## config.mk

```make
export PLATFORM = sky130hd
export DESIGN_NAME = sliced_mac_accum
export DESIGN_NICKNAME = d
export VERILOG_FILES = /design/src/rtl/sma_pkg.sv /design/src/rtl/sma_lane_align.sv /design/src/rtl/sma_beat_sum.sv /design/src/rtl/sma_ctrl.sv /design/src/rtl/sliced_mac_accum.sv
export SDC_FILE = /design/constraint.sdc
export NUM_CORES = 1
export LEC_CHECK = 0
export BUFFER_PORTS_ARGS = -buffer_cell sky130_fd_sc_hd__buf_2
export CORE_UTILIZATION = 50
export CTS_CLUSTER_DIAMETER = 120
export CTS_CLUSTER_SIZE = 28
export DETAILED_ROUTE_END_ITERATION = 8
export PLACE_DENSITY = 0.72
export SYNTH_ARGS = -nofsm -noshare
export SYNTH_HDL_FRONTEND = slang
export SYNTH_SLANG_ARGS = --single-unit
```

## constraint.sdc

```tcl
create_clock -name clk -period 10.5 [get_ports clk]
set_input_delay 0.525 -clock clk [delete_from_list [all_inputs] [get_ports clk]]
set_output_delay 0.525 -clock clk [all_outputs]
set_load 0.01 [all_outputs]
```

## src/rtl/sma_pkg.sv

```systemverilog
package sma_pkg;

    typedef enum logic [1:0] {
        S_IDLE  = 2'd0,
        S_ACCUM = 2'd1,
        S_EMIT  = 2'd2
    } sma_state_e;

endpackage

```

## src/rtl/sma_lane_align.sv

```systemverilog
module sma_lane_align #(
    parameter int PROD_W  = 12,
    parameter int IDX_W   = 2,
    parameter int WCODE_W = 3,
    parameter int SH_W    = 6,
    parameter int ACC_W   = 35
) (
    input  logic               vld,
    input  logic               neg,
    input  logic [PROD_W-1:0]  mag,
    input  logic [IDX_W-1:0]   ia,
    input  logic [IDX_W-1:0]   ib,
    input  logic [WCODE_W-1:0] wdt,
    output logic [ACC_W-1:0]   term
);
    logic [IDX_W:0]   idx_sum;
    logic [SH_W-1:0]  shamt;
    logic [ACC_W-1:0] placed;

    always_comb begin
        idx_sum = {1'b0, ia} + {1'b0, ib};
        shamt   = SH_W'(idx_sum) * SH_W'(wdt);
        placed  = ACC_W'(mag) << shamt;
        if (!vld)
            term = '0;
        else if (neg)
            term = '0 - placed;
        else
            term = placed;
    end
endmodule

```

## src/rtl/sma_beat_sum.sv

```systemverilog
module sma_beat_sum #(
    parameter int LANES = 4,
    parameter int ACC_W = 35
) (
    input  logic [LANES*ACC_W-1:0] terms,
    output logic [ACC_W-1:0]       total
);
    always_comb begin
        total = '0;
        for (int k = 0; k < LANES; k++) begin
            total = total + terms[k*ACC_W +: ACC_W];
        end
    end
endmodule

```

## src/rtl/sma_ctrl.sv

```systemverilog
module sma_ctrl import sma_pkg::*; (
    input  logic       clk,
    input  logic       rst_n,
    input  logic       in_valid,
    input  logic       in_start,
    input  logic       in_last,
    output sma_state_e state,
    output logic       take,
    output logic       clear,
    output logic       fire
);
    sma_state_e state_nx;

    always_comb begin
        clear = in_valid && in_start;
        take  = clear || (in_valid && state == S_ACCUM);
        fire  = take && in_last;
    end

    always_comb begin
        state_nx = state;
        unique case (state)
            S_IDLE: begin
                if (clear) state_nx = in_last ? S_EMIT : S_ACCUM;
            end
            S_ACCUM: begin
                if (fire) state_nx = S_EMIT;
            end
            S_EMIT: begin
                if (clear) state_nx = in_last ? S_EMIT : S_ACCUM;
                else       state_nx = S_IDLE;
            end
            default: state_nx = S_IDLE;
        endcase
    end

    always_ff @(posedge clk or negedge rst_n) begin
        if (!rst_n) state <= S_IDLE;
        else        state <= state_nx;
    end
endmodule

```

## src/rtl/sliced_mac_accum.sv

```systemverilog
module sliced_mac_accum import sma_pkg::*; #(
    parameter int LANES    = 4,
    parameter int PROD_W   = 12,
    parameter int MANT_W   = 12,
    parameter int IDX_W    = 2,
    parameter int EXP_W    = 8,
    parameter int WCODE_W  = 3,
    parameter int W_MIN    = 3,
    parameter int W_MAX    = 6,
    parameter int MAX_LEN  = 1024,
    localparam int ACC_W   = 2*MANT_W + $clog2(MAX_LEN) + 1
) (
    input  logic                     clk,
    input  logic                     rst_n,
    input  logic                     in_valid,
    input  logic                     in_start,
    input  logic                     in_last,
    input  logic [WCODE_W-1:0]       cfg_wcode,
    input  logic [EXP_W-1:0]         exp_a,
    input  logic [EXP_W-1:0]         exp_b,
    input  logic [LANES-1:0]         lane_vld,
    input  logic [LANES-1:0]         lane_neg,
    input  logic [LANES*PROD_W-1:0]  lane_mag,
    input  logic [LANES*IDX_W-1:0]   lane_ia,
    input  logic [LANES*IDX_W-1:0]   lane_ib,
    output logic                     out_valid,
    output logic [ACC_W-1:0]         out_sum,
    output logic [EXP_W:0]           out_exp
);
    localparam int MAX_IDX_SUM = 2 * ((1 << IDX_W) - 1);
    localparam int SH_W        = $clog2(MAX_IDX_SUM * W_MAX + 1);

    sma_state_e state;
    logic take, clear, fire;

    logic [WCODE_W-1:0] w_live, w_hold, w_use;
    logic [EXP_W:0]     e_live, e_hold, e_use;
    logic [LANES*ACC_W-1:0] terms;
    logic [ACC_W-1:0]   beat_total, acc, acc_nx;

    sma_ctrl u_ctrl (
        .clk      (clk),
        .rst_n    (rst_n),
        .in_valid (in_valid),
        .in_start (in_start),
        .in_last  (in_last),
        .state    (state),
        .take     (take),
        .clear    (clear),
        .fire     (fire)
    );

    // width code clamp and start-beat capture
    always_comb begin
        if (cfg_wcode < WCODE_W'(W_MIN))      w_live = WCODE_W'(W_MIN);
        else if (cfg_wcode > WCODE_W'(W_MAX)) w_live = WCODE_W'(W_MAX);
        else                                  w_live = cfg_wcode;
        e_live = {exp_a[EXP_W-1], exp_a} + {exp_b[EXP_W-1], exp_b};
        w_use  = clear ? w_live : w_hold;
        e_use  = clear ? e_live : e_hold;
    end

    always_ff @(posedge clk or negedge rst_n) begin
        if (!rst_n) begin
            w_hold <= WCODE_W'(W_MIN);
            e_hold <= '0;
        end else if (clear) begin
            w_hold <= w_live;
            e_hold <= e_live;
        end
    end

    for (genvar k = 0; k < LANES; k++) begin : g_lane
        sma_lane_align #(
            .PROD_W  (PROD_W),
            .IDX_W   (IDX_W),
            .WCODE_W (WCODE_W),
            .SH_W    (SH_W),
            .ACC_W   (ACC_W)
        ) u_align (
            .vld  (lane_vld[k]),
            .neg  (lane_neg[k]),
            .mag  (lane_mag[k*PROD_W +: PROD_W]),
            .ia   (lane_ia[k*IDX_W +: IDX_W]),
            .ib   (lane_ib[k*IDX_W +: IDX_W]),
            .wdt  (w_use),
            .term (terms[k*ACC_W +: ACC_W])
        );
    end

    sma_beat_sum #(
        .LANES (LANES),
        .ACC_W (ACC_W)
    ) u_sum (
        .terms (terms),
        .total (beat_total)
    );

    always_comb begin
        acc_nx = (clear ? '0 : acc) + beat_total;
    end

    always_ff @(posedge clk or negedge rst_n) begin
        if (!rst_n)    acc <= '0;
        else if (take) acc <= acc_nx;
    end

    // output process
    always_ff @(posedge clk or negedge rst_n) begin
        if (!rst_n) begin
            out_valid <= 1'b0;
            out_sum   <= '0;
            out_exp   <= '0;
        end else begin
            out_valid <= fire;
            if (fire) begin
                out_sum <= acc_nx;
                out_exp <= e_use;
            end
        end
    end
endmodule

```

; ---- Word-level counts from Yosys, hierarchy flattened
; Index checks and enable logic that the tools add are counted.
[word_totals]
reg_bits = 94
inputBits = 96
wordCells = 58
[op_classes]
addsub = 13
n_mul = 4
order_cmp = 2
eq_ne = 4
shifts = 4
n_mux = 18
reduce_logical = 6
[ops]
columns = op, n
row1 = two-way mux 35 bit, 9
row2 = adder 35 bit, 4
row3 = << shifter 12 x 6 -> 35 bit, 4
row4 = "subtractor 1 x 35 -> 35 bit, first input constant", 4
row5 = multiplier 3 x 3 -> 6 bit, 4
row6 = adder 2 x 2 -> 3 bit, 4
row7 = adder 8 x 8 -> 9 bit, 1
row8 = two-way mux 3 bit, 3
row9 = two-way mux 9 bit, 1
row10 = two-way mux 2 bit, 4
row11 = one-hot mux 2 bit (3 select lines), 1
row12 = "inequality test 2 bit, second input constant", 2
row13 = "greater-than comparator 3 bit, second input constant", 1
row14 = logical AND 1 bit, 3
row15 = "< comparator 3 x 2 -> 1 bit, second input constant", 1
row16 = "== test 2 x 1 -> 1 bit, second input constant", 1
row17 = "== test 2 bit, second input constant", 1
row18 = zero test 2 bit, 1
row19 = AND reduction 2 bit, 1
row20 = logical OR 1 bit, 1

; ---- Longest topological paths before layout
; Gate-level depths: netlist of the first run.
[logic_depth]
word_depth = 13
depth_mapped = 45
ltp_nobuf = 40

; ---- By module
; A second synthesis of the first run with hierarchy kept.
[hier_totals]
cells_unflattened = 2899
hier_area_um2 = 21869.7
[by_module_without_submodules]
columns = mod, n_inst, cells_per_inst, area_each_um2, seq_area_each_um2
row1 = sma_lane_align (g_lane[2].u_align ...), 2, 446, 3045.4, 0.0
row2 = sliced_mac_accum, 1, 593, 5881.9, 2304.7
row3 = sma_lane_align (g_lane[0].u_align ...), 2, 426, 2834.0, 0.0
row4 = sma_beat_sum, 1, 549, 4115.2, 0.0
row5 = sma_ctrl, 1, 13, 113.9, 50.0

; ---- Least setup slack after synthesis of the first run
; OpenSTA, ideal clock, no wires.
[synth_path]
kind = input to register
startpoint = in in_valid
endpoint = reg out_sum[34]
arrival_ns = 9.388
setup_slack_ns = 0.982
path_stages = 45
n_path_buf = 6
cell_sequence = buf_2 -> nand2_2 -> clkbuf_1 -> or3_1 -> o21ai_0 -> clkbuf_1 -> nor2_1 -> fa_1 -> ha_1 -> inv_1 -> fa_1 -> nor2b_1 -> a21oi_1 -> or2_2 -> clkbuf_1 -> clkbuf_1 -> nor2_1 -> nand2_1 -> (+9 left out) -> fa_1 -> inv_1 -> fa_1 -> inv_1 -> ha_1 -> clkbuf_1 -> inv_1 -> o21ai_0 -> a21o_1 -> a21o_1 -> a21oi_1 -> o21ai_0 -> a211oi_1 -> o21ai_0 -> nor2b_1 -> o31a_1 -> xnor2_1 -> o21ai_1
[synth_between]
elab_chain_cells = 11
elab_cells_between_ends = 30
[synth_rtl]
columns = element, line
row1 = start: declaration, sliced_mac_accum.sv:15  ; input logic in_valid,
row2 = logical AND 1 bit, sma_ctrl.sv:15  ; clear = in_valid && in_start;
row3 = two-way mux 3 bit, n/a
row4 = multiplier 3 x 3 -> 6 bit, sma_lane_align.sv:22  ; shamt = SH_W'(idx_sum) * SH_W'(wdt);
row5 = << shifter 12 x 6 -> 35 bit, sma_lane_align.sv:23  ; placed = ACC_W'(mag) << shamt;
row6 = subtractor 1 x 35 -> 35 bit, sma_lane_align.sv:27  ; term = '0 - placed;
row7 = two-way mux 35 bit, sma_lane_align.sv:26  ; else if (neg)
row8 = two-way mux 35 bit, sma_lane_align.sv:24  ; if (!vld)
row9 = adder 35 bit (3 in a row), sma_beat_sum.sv:11  ; total = total + terms[k*ACC_W +: ACC_W];
row10 = adder 35 bit, sliced_mac_accum.sv:100  ; acc_nx = (clear ? '0 : acc) + beat_total;
row11 = end signal: assignment, sliced_mac_accum.sv:117  ; out_sum <= acc_nx;
row12 = end: declaration, sliced_mac_accum.sv:27  ; output logic [ACC_W-1:0] out_sum,
; Several ways; a longest one is shown, not always the timed one.
; A chain may end at the register's enable or synchronous reset.

; ---- Final worst setup path of the first run
[layout_path]
startpoint = in in_valid
endpoint = reg acc[31]
[layout_between]
elab_chain_cells = 11
elab_cells_between_ends = 29
[layout_rtl]
columns = element, line
row1 = logical AND 1 bit, sma_ctrl.sv:15
row2 = two-way mux 3 bit, n/a
row3 = multiplier 3 x 3 -> 6 bit, sma_lane_align.sv:22
row4 = << shifter 12 x 6 -> 35 bit, sma_lane_align.sv:23
row5 = subtractor 1 x 35 -> 35 bit, sma_lane_align.sv:27
row6 = two-way mux 35 bit, sma_lane_align.sv:26
row7 = two-way mux 35 bit, sma_lane_align.sv:24
row8 = adder 35 bit (3 in a row), sma_beat_sum.sv:11
row9 = adder 35 bit, sliced_mac_accum.sv:100
row10 = end signal: assignment, sliced_mac_accum.sv:105  ; else if (take) acc <= acc_nx;
row11 = end: declaration, sliced_mac_accum.sv:39  ; logic [ACC_W-1:0] beat_total, acc, acc_nx;
; Several ways; a longest one is shown, not always the timed one.

==> results.py, run 1 <==
metrics = {
    "sta": {
        "fin_hold_ws_ns": 0.119,
        "min_period_ns": 9.87,
        "drv_slew": 0,
        "setup_viol": 0,
        "rsz0062_at_grt": "no",
        "finalCritPeriodShare": 0.940,
        "finClkSkew_ns": 0.0223,
        "max_slew_margin": 0.335,
        "hold_viol": 0,
        "max_freq_mhz": 101,
        "worstMarginPinSlew_ns": 0.996,
        "finalSetupTns_ns": 0,
    },
    "route": {
        "post-route-drc-count": 15,
        "avgRoutedWirePerCell_um": 22.4,
        "antenna_left": 0,
        "drt-total-wl_mm": 67.8,
        "drt_pre_antenna_iters": 8,
        "viasPerCell": 6.25,
        "vias": 18900,
        "drtIter0Drc": 1871,
    },
    "cts": {
        "cts_resized": 0,
        "htree_levels": 3,
        "clock-root-buffer": "clkbuf_16",
        "cts_sinks": 94,
        "clockBufferDepth": 2,
        "cts_hold_repair.buffers": 0,
        "clock_latency_ns": 0.38,
        "cts_made_buffers": 9,
        "cts_tree": "yes",
        "post-cts-setup-buffers": 0,
        "path_clk_slew_ns": 0.09,
    },
    "floorplan": {
        "rows": 69,
        "core_mm2": 0.0357,
        "die_w_um": 193,
        "ios": 141,
        "design.die.area_mm2": 0.0371,
        "die-height_um": 193,
        "start_util": 0.510,
    },
    "global_routing": {
        "gr-usage-all-layers": 0.370,
        "grt_max_degree": 73,
        "overflow": 0,
        "grt_pass1_wl_mm": 105,
        "grt_pass1_vias": 17700,
        "antenna_found_initial": 0,
    },
    "cells_and_area": {
        "layout_common_cells": "361 x nand2_1, 220 x nor2_1, 206 x o21ai_0",
        "syn2layout_area_growth_pct": 8.37,
        "drive_above_1_share": 0.120,
        "regArea_mm2": 0.00235,
        "multi_input_area_mm2": 0.0146,
        "layout.cells.non_filler": 3023,
        "insertedDiodeCount": 0,
        "final_nets": 2838,
        "final_common_cell": "nand2_1",
        "fillers": 3513,
    },
    "synth": {
        "synth_warnings": 0,
        "yosys-top-cells-area": "dfrtp_1 13%, fa_1 13%, nand2_1 7.5%",
        "ys_seq_elements": 94,
        "yosysTopAreaCell": "dfrtp_1",
        "ys_seq_area_frac": 0.130,
        "avgSynthCellArea_um2": 7.32,
        "syn_inst": 2481,
        "synth-main-ff-cell": "dfrtp_1",
        "synth-edff-count": 0,
        "syn-cell-area_mm2": 0.0182,
        "yosysTopAreaCellShare": 0.127,
        "mappedNetlistNets": 2762,
        "synthArstFlopShare": 1.00,
        "synth_cell_types": 97,
    },
    "flow_run": {
        "maxCapViolations": 0,
    },
    "placed_design": {
        "hpwl_mm": 54.9,
        "dp_cells": 3007,
        "routabilityCongestion": 1.04,
        "port_buffers": 140,
    },
    "worst_setup_path": {
        "crit_required_ns": 10.73,
        "cp_max_fo": 14,
        "worstSetupPathType": "primary input to flop",
        "worst_setup_path_start_kind": "primary input",
        "critPathBufInv": 5,
        "slowest_delay_ns": 0.74,
        "crit_path_top_delay_cell": "o41ai_1",
        "cp_top_family": "compound AO/OA/AOI/OAI gates",
        "path_common_cell": "fa_1",
        "arrival_ns": 10.10,
        "end_kind": "flop",
    },
    "hold_path": {
        "holdCritPathClass": "primary input to asynchronous set/reset pin",
    },
    "run_status": {
        "outcome": "finished, violations left",
        "violations": "DRC",
    },
}
[area by class of cell]
cell class	instances	share of cell area
multi-input cells	2066	0.742
well taps	461	0.0293
repair buffers	200	0.0586
clock inverters	6	0.00381
inverters	186	0.0355
clock buffers	10	0.0116
flip-flops and latches	94	0.120
[synthesized netlist by cell type (7+ instances only)]
cell	instances
or2_2	16
a31oi_1	28
o41ai_1	7
o211ai_1	15
o21bai_1	9
fa_1	114
and3_1	29
nor2_1	220
mux4_2	16
buf_2	9
o21ai_0	207
a21oi_1	128
dfrtp_1	92
a21o_1	33
clkbuf_1	110
buf_1	11
inv_1	181
mux2i_1	61
a22o_1	8
nor4_1	7
a211oi_1	19
o31ai_1	29
nor2b_1	42
mux2_2	29
o21a_1	16
nand4_1	16
nand2_1	362
ha_1	71
xnor2_1	84
or3_1	12
nand3_1	76
xor2_1	53
a221oi_1	9
nand2b_1	31
o221ai_1	8
nor3_1	42
o21ai_1	9
o22ai_1	31
a22oi_1	20
and2_1	83
a32oi_1	11
[registers in the layout, indices dropped and copies added (netlist names)]
signal        cells
u_ctrl.state      2
e_hold            9
acc              35
out_valid         1
w_hold            3
out_exp           9
out_sum          35
[cell families after synthesis]
| kind of cell | count (synthesis) | synth area share |
|---|---|---|
| adder cells (fa/ha/maj) | 185 | 0.174 |
| buffers and inverters | 321 | 0.0684 |
| AO/OA/AOI/OAI | 674 | 0.242 |
| XOR/XNOR | 138 | 0.0673 |
| AND/OR/NAND/NOR | 961 | 0.245 |
| multiplexers | 108 | 0.0726 |
| flip-flops | 94 | 0.130 |
[final timing paths]
check | depth (start not counted) | startpoint | slack, ns | endpoint
max | 34 | in_valid | 0.63 | acc[31]
min | 1 | rst_n | 0.12 | acc[17]
max reg2reg | 36 | w_hold[0] | 0.84 | acc[31]
min reg2reg | 2 | e_hold[3] | 0.47 | e_hold[3]
max in group asynchronous | 2 | rst_n | 9.10 | e_hold[3]
min in group clk | 2 | in_last | 0.35 | u_ctrl.state[0]
[per-layer routing]
metal	global-route usage	wire length (um)
met1	0.507	29600
met2	0.580	30100
met3	0.0520	5040
met5	0	0
met4	0.158	3050
[metrics by stage]
stage	instance area (um2)	util	setup slack [ns]
after floorplan	18200	-	0.982
after global placement	19400	0.544	0.750
after detailed placement	19400	0.544	0.384
after CTS	19700	0.552	0.728
after global routing	19700	0.552	0.00404
final	19700	0.552	0.631
Power of run 1 is not shown: default switching activity piles up to over one toggle a cycle in this logic, so the estimate is an artifact.
==> run 2: changes to the inputs <==
PLACE_DENSITY = 0.79   (was 0.72)
==> run 2 against run 1 <==
Critical path type unchanged. Routed wire length shrank 1.2%. Setup slack improved by 0.083 ns. Hold slack improved by 0.033 ns. Die area did not move. Via count rose by 1.2%. Global-route usage is 0.30 points lower. The flow still finishes with violations (DRC). Critical path depth up 4.
==> results.py, run 2 (synthesis gave the netlist of run 1 again) <==
metrics = {
    "run_status": {
        "outcome": "finished, violations left",
        "violations": "DRC",
    },
    "route": {
        "drt_pre_antenna_iters": 8,
        "drt-total-wl_mm": 67.0,
        "viasPerCell": 6.36,
        "drtIter0Drc": 2268,
        "antenna_left": 0,
        "vias": 19100,
        "avgRoutedWirePerCell_um": 22.3,
        "post-route-drc-count": 10,
    },
    "global_routing": {
        "grt_pass1_wl_mm": 104,
        "grt_pass1_vias": 17900,
        "gr-usage-all-layers": 0.367,
        "antenna_found_initial": 0,
        "grt_max_degree": 72,
        "overflow": 0,
    },
    "worst_setup_path": {
        "cp_top_family": "compound AO/OA/AOI/OAI gates",
        "slowest_delay_ns": 0.63,
        "crit_path_top_delay_cell": "fa_1",
        "crit_required_ns": 10.73,
        "critPathBufInv": 5,
        "worst_setup_path_start_kind": "primary input",
        "arrival_ns": 10.02,
        "end_kind": "flop",
        "cp_max_fo": 15,
        "worstSetupPathType": "primary input to flop",
    },
    "sta": {
        "fin_hold_ws_ns": 0.152,
        "rsz0062_at_grt": "no",
        "setup_viol": 0,
        "finalCritPeriodShare": 0.932,
        "finalSetupTns_ns": 0,
        "hold_viol": 0,
        "min_period_ns": 9.79,
        "max_slew_margin": 0.315,
        "worstMarginPinSlew_ns": 1.03,
        "finClkSkew_ns": 0.0130,
        "drv_slew": 0,
        "max_freq_mhz": 102,
    },
    "cells_and_area": {
        "top_regs": "acc: 35 flops, out_sum: 35 flops",
        "drive_above_1_share": 0.114,
        "final_nets": 2821,
        "layout.cells.non_filler": 3006,
        "final_common_cell": "nand2_1",
        "syn2layout_area_growth_pct": 7.58,
        "layout_common_cells": "361 x nand2_1, 220 x nor2_1, 206 x o21ai_0",
        "fin_util": 0.548,
        "fillers": 3484,
        "insertedDiodeCount": 0,
    },
    "placed_design": {
        "hpwl_mm": 53.7,
        "dp_cells": 2990,
        "routabilityCongestion": 1.01,
        "port_buffers": 140,
    },
    "floorplan": {
        "die-height_um": 193,
        "die_w_um": 193,
        "start_util": 0.510,
        "design.die.area_mm2": 0.0371,
        "ios": 141,
        "core_mm2": 0.0357,
        "rows": 69,
    },
    "cts": {
        "clock_latency_ns": 0.38,
        "cts_hold_repair.buffers": 0,
        "cts_resized": 0,
        "cts_sinks": 94,
        "htree_levels": 3,
        "path_clk_slew_ns": 0.08,
        "clock-root-buffer": "clkbuf_16",
        "cts_made_buffers": 9,
        "clockBufferDepth": 2,
        "cts_tree": "yes",
        "post-cts-setup-buffers": 0,
    },
    "hold_path": {
        "holdCritPathClass": "primary input to asynchronous set/reset pin",
    },
    "flow_run": {
        "maxCapViolations": 0,
    },
}
==> run 2: cell count changes in the layout (fill, tap and decap cells not counted), sizes merged <==
cell,change
buf,-17
clkbuf,-1
clkinvlp,+1
inv,+1
bufinv,-1
==> run 2: worst paths after layout <==
path	startpoint	to	slack [ns]	cells after the start
worst max-delay path	in_valid	out_sum[31]	0.71	38
worst min register to register	e_hold[3]	e_hold[3]	0.47	2
min in group clk	in_last	u_ctrl.state[0]	0.41	2
worst max register to register	w_hold[0]	out_sum[31]	0.94	37
worst min-delay path	rst_n	out_sum[15]	0.15	1
max in group asynchronous	rst_n	out_exp[0]	9.16	2
==> run 2: per-stage QoR <==
step,area (um2),setup WS [ns]
floorplan,18200,0.982
global route,19500,0.0528
global placement,19300,0.857
detailed placement,19300,0.577
finish,19500,0.714
CTS,19500,0.939
==> run 2: metal layers <==
layer	up-vias	GRT usage	wire, um
met5	-	0	0
met3	131	0.0398	5240
met4	0	0.128	2370
li1	8790	-	-
met1	9247	0.512	28900
met2	937	0.585	30500
==> run 2: worst reg2reg max path: cells and delay by family, from the launching register on <==
kind,cells,cell delay (ns)
and+or+nand+nor,8,1.63
buffers and inverters,4,0.25
AOI/OAI and AO/OA,16,3.53
DFF,1,0.42
adders and majority gates,9,3.60
==> run 2: layout make-up <==
| type | instances | area, um2 | area share |
|---|---|---|---|
| well taps | 461 | 577 | 0.0295 |
| clock inverters | 7 | 62.6 | 0.00320 |
| inverters | 186 | 698 | 0.0357 |
| multi-input cells | 2066 | 14600 | 0.747 |
| clock buffers | 9 | 225 | 0.0115 |
| flip-flops and latches | 94 | 2350 | 0.120 |
| repair buffers | 183 | 1030 | 0.0525 |
Power of run 2 is left out for the same reason.
